--- config.mk ---
export PLATFORM = sky130hd
export DESIGN_NAME = aes_kstep_unit
export DESIGN_NICKNAME = d
export VERILOG_FILES = /design/src/rtl/aes_ks_pkg.sv /design/src/rtl/aes_ks_sbox.sv /design/src/rtl/aes_ks_round_word.sv /design/src/rtl/aes_ks_chain.sv /design/src/rtl/aes_kstep_unit.sv
export SDC_FILE = /design/constraint.sdc
export NUM_CORES = 2
export LEC_CHECK = 0
export ABC_AREA = 1
export BUFFER_PORTS_ARGS = -buffer_cell sky130_fd_sc_hd__buf_2
export CAP_MARGIN = 20
export CORE_ASPECT_RATIO = 1.2
export CORE_MARGIN = 5
export CORE_UTILIZATION = 25
export DETAILED_ROUTE_END_ITERATION = 6
export GPL_TIMING_DRIVEN = 0
export HOLD_SLACK_MARGIN = 0.02
export SLEW_MARGIN = 20
export SYNTH_ARGS = -nofsm -noshare
export SYNTH_HDL_FRONTEND = slang
export SYNTH_SLANG_ARGS = --single-unit
--- constraint.sdc ---
create_clock -name clk -period 34 [get_ports clk]
set_input_delay 1.7 -clock clk [delete_from_list [all_inputs] [get_ports clk]]
set_output_delay 1.7 -clock clk [all_outputs]
set_load 0.03 [all_outputs]
--- src/rtl/aes_ks_pkg.sv ---
package aes_ks_pkg;

  localparam int unsigned RNUM_W = 4;
  localparam logic [RNUM_W-1:0] RNUM_FINAL = 4'hA;

  typedef enum logic {
    KS_OP_ROUND = 1'b0,
    KS_OP_CHAIN = 1'b1
  } ks_op_e;

  // multiply in GF(2^8) modulo x^8+x^4+x^3+x+1
  function automatic logic [7:0] gf_mul(input logic [7:0] a, input logic [7:0] b);
    logic [7:0] acc;
    logic [7:0] sh;
    acc = 8'h00;
    sh  = a;
    for (int i = 0; i < 8; i++) begin
      if (b[i]) acc = acc ^ sh;
      sh = {sh[6:0], 1'b0} ^ (sh[7] ? 8'h1b : 8'h00);
    end
    return acc;
  endfunction

  // forward S-box: inverse as x^254, then the affine map
  function automatic logic [7:0] sbox_fwd(input logic [7:0] x);
    logic [7:0] inv;
    logic [7:0] pw;
    inv = 8'h01;
    pw  = x;
    for (int i = 0; i < 8; i++) begin
      if (i != 0) inv = gf_mul(inv, pw);
      pw = gf_mul(pw, pw);
    end
    return inv ^ {inv[6:0], inv[7]} ^ {inv[5:0], inv[7:6]}
               ^ {inv[4:0], inv[7:5]} ^ {inv[3:0], inv[7:4]} ^ 8'h63;
  endfunction

  // round constant: 0x01 doubled rnum times
  function automatic logic [7:0] round_const(input logic [RNUM_W-1:0] rnum);
    logic [7:0] rc;
    rc = 8'h01;
    for (int i = 0; i < 10; i++) begin
      if (i < int'(rnum)) rc = {rc[6:0], 1'b0} ^ (rc[7] ? 8'h1b : 8'h00);
    end
    return rc;
  endfunction

endpackage

--- src/rtl/aes_ks_sbox.sv ---
module aes_ks_sbox
  import aes_ks_pkg::*;
(
  input  logic [7:0] byte_i,
  output logic [7:0] byte_o
);
  assign byte_o = sbox_fwd(byte_i);
endmodule

--- src/rtl/aes_ks_round_word.sv ---
module aes_ks_round_word
  import aes_ks_pkg::*;
#(
  parameter int HALF_W = 32
) (
  input  logic [HALF_W-1:0] word_i,
  input  logic [RNUM_W-1:0] rnum_i,
  output logic [HALF_W-1:0] word_o,
  output logic              illegal_o
);
  localparam int LANES = HALF_W / 8;

  logic              is_final;
  logic              is_round;
  logic [HALF_W-1:0] rot_w;
  logic [HALF_W-1:0] sub_w;

  assign is_final = (rnum_i == RNUM_FINAL);
  assign is_round = (rnum_i < RNUM_FINAL);
  assign rot_w    = is_final ? word_i : {word_i[7:0], word_i[HALF_W-1:8]};

  for (genvar g = 0; g < LANES; g++) begin : g_lane
    aes_ks_sbox lane_i (
      .byte_i(rot_w[g*8 +: 8]),
      .byte_o(sub_w[g*8 +: 8])
    );
  end

  always_comb begin
    illegal_o = !(is_final || is_round);
    word_o    = sub_w;
    if (is_round) word_o[7:0] = sub_w[7:0] ^ round_const(rnum_i);
    if (illegal_o) word_o = '0;
  end
endmodule

--- src/rtl/aes_ks_chain.sv ---
module aes_ks_chain #(
  parameter int HALF_W = 32
) (
  input  logic [HALF_W-1:0] a_hi_i,
  input  logic [HALF_W-1:0] b_lo_i,
  input  logic [HALF_W-1:0] b_hi_i,
  output logic [2*HALF_W-1:0] word_o
);
  logic [HALF_W-1:0] lo_w;
  assign lo_w   = a_hi_i ^ b_lo_i;
  assign word_o = {lo_w ^ b_hi_i, lo_w};
endmodule

--- src/rtl/aes_kstep_unit.sv ---
module aes_kstep_unit
  import aes_ks_pkg::*;
#(
  parameter int DATA_W = 64
) (
  input  logic              clk,
  input  logic              rst_n,
  input  logic              in_valid,
  output logic              in_ready,
  input  logic              in_op,
  input  logic [DATA_W-1:0] in_rs1,
  input  logic [DATA_W-1:0] in_rs2,
  input  logic [RNUM_W-1:0] in_rnum,
  output logic              out_valid,
  input  logic              out_ready,
  output logic [DATA_W-1:0] out_result,
  output logic              out_illegal
);
  localparam int HALF_W = DATA_W / 2;

  logic [HALF_W-1:0] round_w;
  logic              round_ill;
  logic [DATA_W-1:0] chain_w;
  logic [DATA_W-1:0] nxt_result;
  logic              nxt_illegal;
  logic              accept;

  aes_ks_round_word #(.HALF_W(HALF_W)) round_i (
    .word_i   (in_rs1[DATA_W-1:HALF_W]),
    .rnum_i   (in_rnum),
    .word_o   (round_w),
    .illegal_o(round_ill)
  );

  aes_ks_chain #(.HALF_W(HALF_W)) chain_i (
    .a_hi_i(in_rs1[DATA_W-1:HALF_W]),
    .b_lo_i(in_rs2[HALF_W-1:0]),
    .b_hi_i(in_rs2[DATA_W-1:HALF_W]),
    .word_o(chain_w)
  );

  always_comb begin
    if (ks_op_e'(in_op) == KS_OP_CHAIN) begin
      nxt_result  = chain_w;
      nxt_illegal = 1'b0;
    end else begin
      nxt_result  = {round_w, round_w};
      nxt_illegal = round_ill;
    end
  end

  assign in_ready = !out_valid || out_ready;
  assign accept   = in_valid && in_ready;

  always_ff @(posedge clk) begin
    if (!rst_n) begin
      out_valid   <= 1'b0;
      out_result  <= '0;
      out_illegal <= 1'b0;
    end else if (accept) begin
      out_valid   <= 1'b1;
      out_result  <= nxt_result;
      out_illegal <= nxt_illegal;
    end else if (out_ready) begin
      out_valid   <= 1'b0;
    end
  end
endmodule

# Word-level counts from Yosys, hierarchy flattened
# Cells that the tools add are included.
# totals
in_bits,137
elab_cells,1657
reg_bits,66
# classes
mux,848
reduce_logical,6
n_eq_ne,1
n_lt_le_gt_ge,11
n_bitwise,788
# op_table
cell,n
8-bit 2-to-1 mux,440
8-bit bitwise XOR,390
8-bit by 5-bit bitwise XOR with 8-bit output,364
5-bit 2-to-1 mux,377
32-bit 2-to-1 mux,2
64-bit 2-to-1 mux,1
32-bit bitwise XOR,2
7-bit 2-to-1 mux,4
"1-bit inverter, first input constant",28
6-bit 2-to-1 mux,4
"3-bit by 4-bit less-than comparator with 1-bit output, first input constant",4
4-bit 2-to-1 mux,4
4-bit inverter,4
3-bit 2-to-1 mux,4
2-bit 2-to-1 mux,5
"1-bit by 4-bit less-than comparator with 1-bit output, first input constant",2
"2-bit by 4-bit less-than comparator with 1-bit output, first input constant",2
"4-bit less-than comparator, first input constant",2
1-bit 2-to-1 mux,7
"4-bit equality test, second input constant",1
"4-bit less-than comparator, second input constant",1
1-bit zero test,2
1-bit logical OR,2
2-bit nonzero test,1
1-bit logical AND,1

# Depth between registers and ports, before layout
# logic_depth
word_depth,138
ltp_mapped,139

# By module
# Synthesis repeated with hierarchy kept, for this count alone.
# hier_totals
cells_unflattened,17179
area_unflattened_um2,80962.6
# modules_own_cells
mod,n_inst,cells_each,seq_area_each_um2,area_per_inst_um2
aes_ks_sbox,4,3995,0.0,18729.2
aes_kstep_unit,1,591,1321.3,3520.9
aes_ks_chain,1,352,0.0,1401.3
aes_ks_round_word,1,256,0.0,1123.6

# Worst setup path after synthesis
# No wires, ideal clock.
# synth_timing
path_kind,input to register
from,input port in_rnum[2]
to,register out_result[37]
cell_stages,109
slack_ps,19281
n_path_buf,14
t_arrival_ps,14599
setup_ps,120
cell_sequence,nor2_2 -> nand2_4 -> buf_6 -> buf_12 -> buf_12 -> nand2_1 -> nand2_2 -> buf_2 -> buf_2 -> ha_1 -> inv_1 -> nand2_1 -> nand2_1 -> nand2_1 -> nand2_1 -> nor2_1 -> nand2_1 -> nand2_1 -> (+73 left out) -> inv_1 -> nand2_1 -> nand2_1 -> o21ai_1 -> xor2_1 -> inv_1 -> nand2_1 -> nand3b_1 -> nand2_1 -> nand2_1 -> nand2_1 -> nand2_1 -> nand2_1 -> nand3_1 -> nand2_1 -> nand2_1 -> nand3_1 -> a21oi_1
# synth_via
elab_chain_len,135
# synth_rtl
item,line,rtl
"start, declared",aes_kstep_unit.sv:13,"input logic [RNUM_W-1:0] in_rnum,"
4-bit equality test,aes_ks_round_word.sv:18,assign is_final = (rnum_i == RNUM_FINAL);
32-bit 2-to-1 mux,aes_ks_round_word.sv:20,"assign rot_w = is_final ? word_i : {word_i[7:0], word_i[HALF_W-1:8]};"
5-bit 2-to-1 mux (tied with other cells),aes_ks_pkg.sv:19,"sh = {sh[6:0], 1'b0} ^ (sh[7] ? 8'h1b : 8'h00);"
8-bit by 5-bit bitwise XOR with 8-bit output / 8-bit bitwise XOR (equally long branches),"aes_ks_pkg.sv:19, aes_ks_pkg.sv:18",
8-bit bitwise XOR / 8-bit 2-to-1 mux (equally long branches),aes_ks_pkg.sv:18,if (b[i]) acc = acc ^ sh;
8-bit 2-to-1 mux / 8-bit bitwise XOR (equally long branches),aes_ks_pkg.sv:18,
8-bit bitwise XOR / 8-bit 2-to-1 mux (equally long branches),aes_ks_pkg.sv:18,
8-bit 2-to-1 mux / 8-bit bitwise XOR (equally long branches),aes_ks_pkg.sv:18,
(+117 left out),--,
8-bit 2-to-1 mux,aes_ks_pkg.sv:18,
8-bit bitwise XOR (2 in a row),aes_ks_pkg.sv:34,"return inv ^ {inv[6:0], inv[7]} ^ {inv[5:0], inv[7:6]}"
8-bit bitwise XOR (2 in a row),aes_ks_pkg.sv:35,"^ {inv[4:0], inv[7:5]} ^ {inv[3:0], inv[7:4]} ^ 8'h63;"
4-bit inverter (no source line),--,
8-bit bitwise XOR,aes_ks_round_word.sv:32,if (is_round) word_o[7:0] = sub_w[7:0] ^ round_const(rnum_i);
8-bit 2-to-1 mux,aes_ks_round_word.sv:32,
32-bit 2-to-1 mux *,aes_ks_round_word.sv:33,if (illegal_o) word_o = '0;
64-bit 2-to-1 mux *,aes_kstep_unit.sv:43,if (ks_op_e'(in_op) == KS_OP_CHAIN) begin
"end signal, assigned",aes_kstep_unit.sv:62,out_result <= nxt_result;
"end, declared",aes_kstep_unit.sv:16,"output logic [DATA_W-1:0] out_result,"
# Every way passes the cells marked *; elsewhere a longest branch is shown, timed or not. The select of a mux whose other input is x is not followed.
# A chain may end at the register's enable or synchronous reset.

# Worst setup path in the final report
# layout_timing
from,input port in_rnum[2]
to,register out_result[5]
# The elaborated chain is that of the path after synthesis.

==> results.md <==
* Most used flip-flop cell after synthesis: dfxtp_1
* CP Buf/Inv Count at 25
* Postcts setup bufs at 0
* Reg2reg path depth at 8
* Core area at 0.288 mm²
* Area grow syn2layout at 8.48%
* Initial antenna violation count at 13
* Slowest stage delay, CP at 740 ps
* Critical-path top delay cell: xor2_1
* Yosys reg bits at 66
* Routed Antenna Nets at 0
* Most frequent cells in the layout: 6703 x nand2_1, 2172 x nand3_1, 1579 x inv_1
* Slew @ Worst Pin at 1270 ps
* Startpoint Class: input port
* Max Cap Viol at 0
* Buffers on Ports at 170
* Clock sinks at 66
* Clk buf depth at 2
* Delay-heaviest family, CP: simple AND/OR/NAND/NOR gates
* First drt pass iteration count at 7
* Avg Synthesized Cell Area at 4.85 µm²
* DRT Wirelength at 271 mm
* DRC viols at 4
* Die width at 501 µm
* DR iter-0 viols at 7028
* Layer with the highest usage: met2
* Worst min path class: register to register
* Setup TNS at 0 ps
* CTS tree: built
* Multi-input gate area at 0.0619 mm²
* Worst Path Class, Setup: input port to register
* Starting Density at 25.1%
* # IOs at 204
* CP endpoint kind: register
* Worst hold stages at 2
* Global-route wire length before repair at 422 mm
* Final non-filler cell total at 18.9k
* Largest net degree at the start of global routing at 13
* Failing checks: DRC
* Crit path time final at 18900 ps
* Post-Syn Area at 0.0722 mm²
* Commonest non-fill, non-tap cell in the layout: nand2_1
* Clk_skew at 28.7 ps
* Final setup fails at 0
* Register area at 0.00132 mm²
* Critical Path Fanout Max at 10
* Layout fillers at 33.6k
* Gr ovfl total at 0
* CP most frequent cell: nand2_1
* Worst path depth at 114
* Dpl cells at 18.9k
* Ys async rst share at 0%
* Die height at 599 µm
* Total CTS buffers at 9
* Post-Syn Nets at 15.1k
* Number of synthesized flops with an enable pin at 0
* Core Rows at 216
* Hold Vio Cnt, Final at 0
* Cells after Synth at 14.9k
* GR Util met3 at 1.61%
* Die ar. at 0.300 mm²
* Syn. warnings at 0
* Final RePlAce weighted congestion at 0.981
* WP data arrival at 19220 ps
* Fin nets at 15.2k
* Fmax at 52.9 MHz
* Root buffer cell: clkbuf_16
* Final Max Tran Viols at 0
* WP data required at 34320 ps
* Register area share after synthesis at 1.83%
* Met1 Use GR at 19.4%
* M2 GR Usage at 30.0%
* Period utilization at 55.6%
* Slew headroom at 14.7%
* H-tree levels at 3
* Dpl hpwl at 224 mm
* Cts repair resizes at 0
* Vias/cell at 4.73
* Vias at 89.5k
* Vias in the first global route at 79.5k
* Hold_buf cts at 0
* Status: finished, violations left
* Worst skew pair latency at 420 ps
* Total track usage at 17.2%
* Cell variety after synth at 54
* RSZ-0062 raised after global routing: false
* Share of cells above drive strength 1 at 8.35%
* Drt wl/cell at 14.3 µm
* Clk pin slew, worst setup/hold paths at 70 ps
-- through the flow --
step                      area (µm²)  util, %  setup slack (ps)  hold slack [ps]
after floorplan                72200        -             19280              589
after global placement         77900     27.0             15010              494
after detailed placement       78000     27.1             14950              502
after CTS                      78300     27.2             15310              511
after global routing           78400     27.2             13540              536
final                          78400     27.2             15100              514
-- worst paths after layout --
| kind | startpoint | endpoint | slack (ps) |
|---|---|---|---|
| hold / removal | out_valid | out_valid | 510 |
| hold reg to reg | out_valid | out_valid | 510 |
| setup / recovery | in_rnum[2] | out_result[5] | 15100 |
| setup reg to reg | out_valid | out_result[48] | 30390 |
-- synth_stat cells (3+ instances only) --
master,instances,share of area [%]
inv_4,3,0.026
nand3_1,2172,15
o21a_1,3,0.031
xor2_1,817,9.9
xnor2_2,25,0.56
buf_6,59,0.92
or2_2,21,0.18
clkbuf_8,10,0.19
nand2_2,350,3.0
nor2_4,6,0.094
ha_1,23,0.40
nand2b_1,4,0.035
dfxtp_1,66,1.8
nor2_2,28,0.24
nor2_1,955,5.0
nand2_1,6703,35
o21ai_1,60,0.42
nand3_2,36,0.50
o21ai_2,16,0.19
a21o_1,10,0.10
o21ai_0,296,2.1
o211ai_1,33,0.34
inv_2,191,0.99
buf_4,57,0.59
buf_2,137,0.95
nor3_1,3,0.021
o22ai_1,11,0.095
a21oi_1,118,0.82
xnor2_1,443,5.4
buf_1,16,0.083
nand3b_1,195,2.0
inv_1,1579,8.2
o21ai_4,9,0.20
o21bai_1,37,0.38
clkinv_1,15,0.078
nand4_1,143,1.2
nand2_4,54,0.84
or2_1,62,0.54
xor2_2,38,0.86
buf_12,4,0.11
clkbuf_1,66,0.34
or2_0,6,0.052
-- worst register-to-register path: cells and delay by family (launching register included) --
kind                   cells  cell delay (ps)
DFF                        1              310
buffers and inverters      4             2260
and+or+nand+nor            2              220
AOI/OAI and AO/OA          2              730
-- per-layer routing --
metal / up-vias / share of wire, %
li1: 46600 / -
met3: 650 / 5.1
met2: 2516 / 47
met5: - / 0.015
met4: 6 / 8.2
met1: 39700 / 40
-- layout make-up --
type | count | area share (%)
Clock inverter | 6 | 0.147
Buffer | 351 | 2.99
Multi-Input combinational cell | 12700 | 79.0
Antenna cell | 8 | 0.0255
Tap cell | 3815 | 6.09
Inverter | 1791 | 8.60
Sequential cell | 66 | 1.69
Clock buffer | 10 | 0.292
Timing Repair Buffer | 174 | 1.18
-- sequential cells by signal (all words and copies together), names as in the netlist --
register	count
out_result	64
out_illegal	1
out_valid	1
-- cell families (layout without fill, tap and decap cells) --
family / Yosys count / after routing / share of synthesized area (%)
and+or+nand+nor: 10700 / 10700 / 63.7
AOI/OAI and AO/OA: 598 / 598 / 4.70
adders and majority gates: 23 / 23 / 0.398
xor gates and xnor gates: 1326 / 1326 / 16.8
buffers and inverters: 2142 / 2332 / 12.6
other: 0 / 8 / 0
DFF: 66 / 66 / 1.83
Power is left out: the tool's default activity adds up to more than one toggle a clock period on the data nets, which glitch-free logic cannot reach.
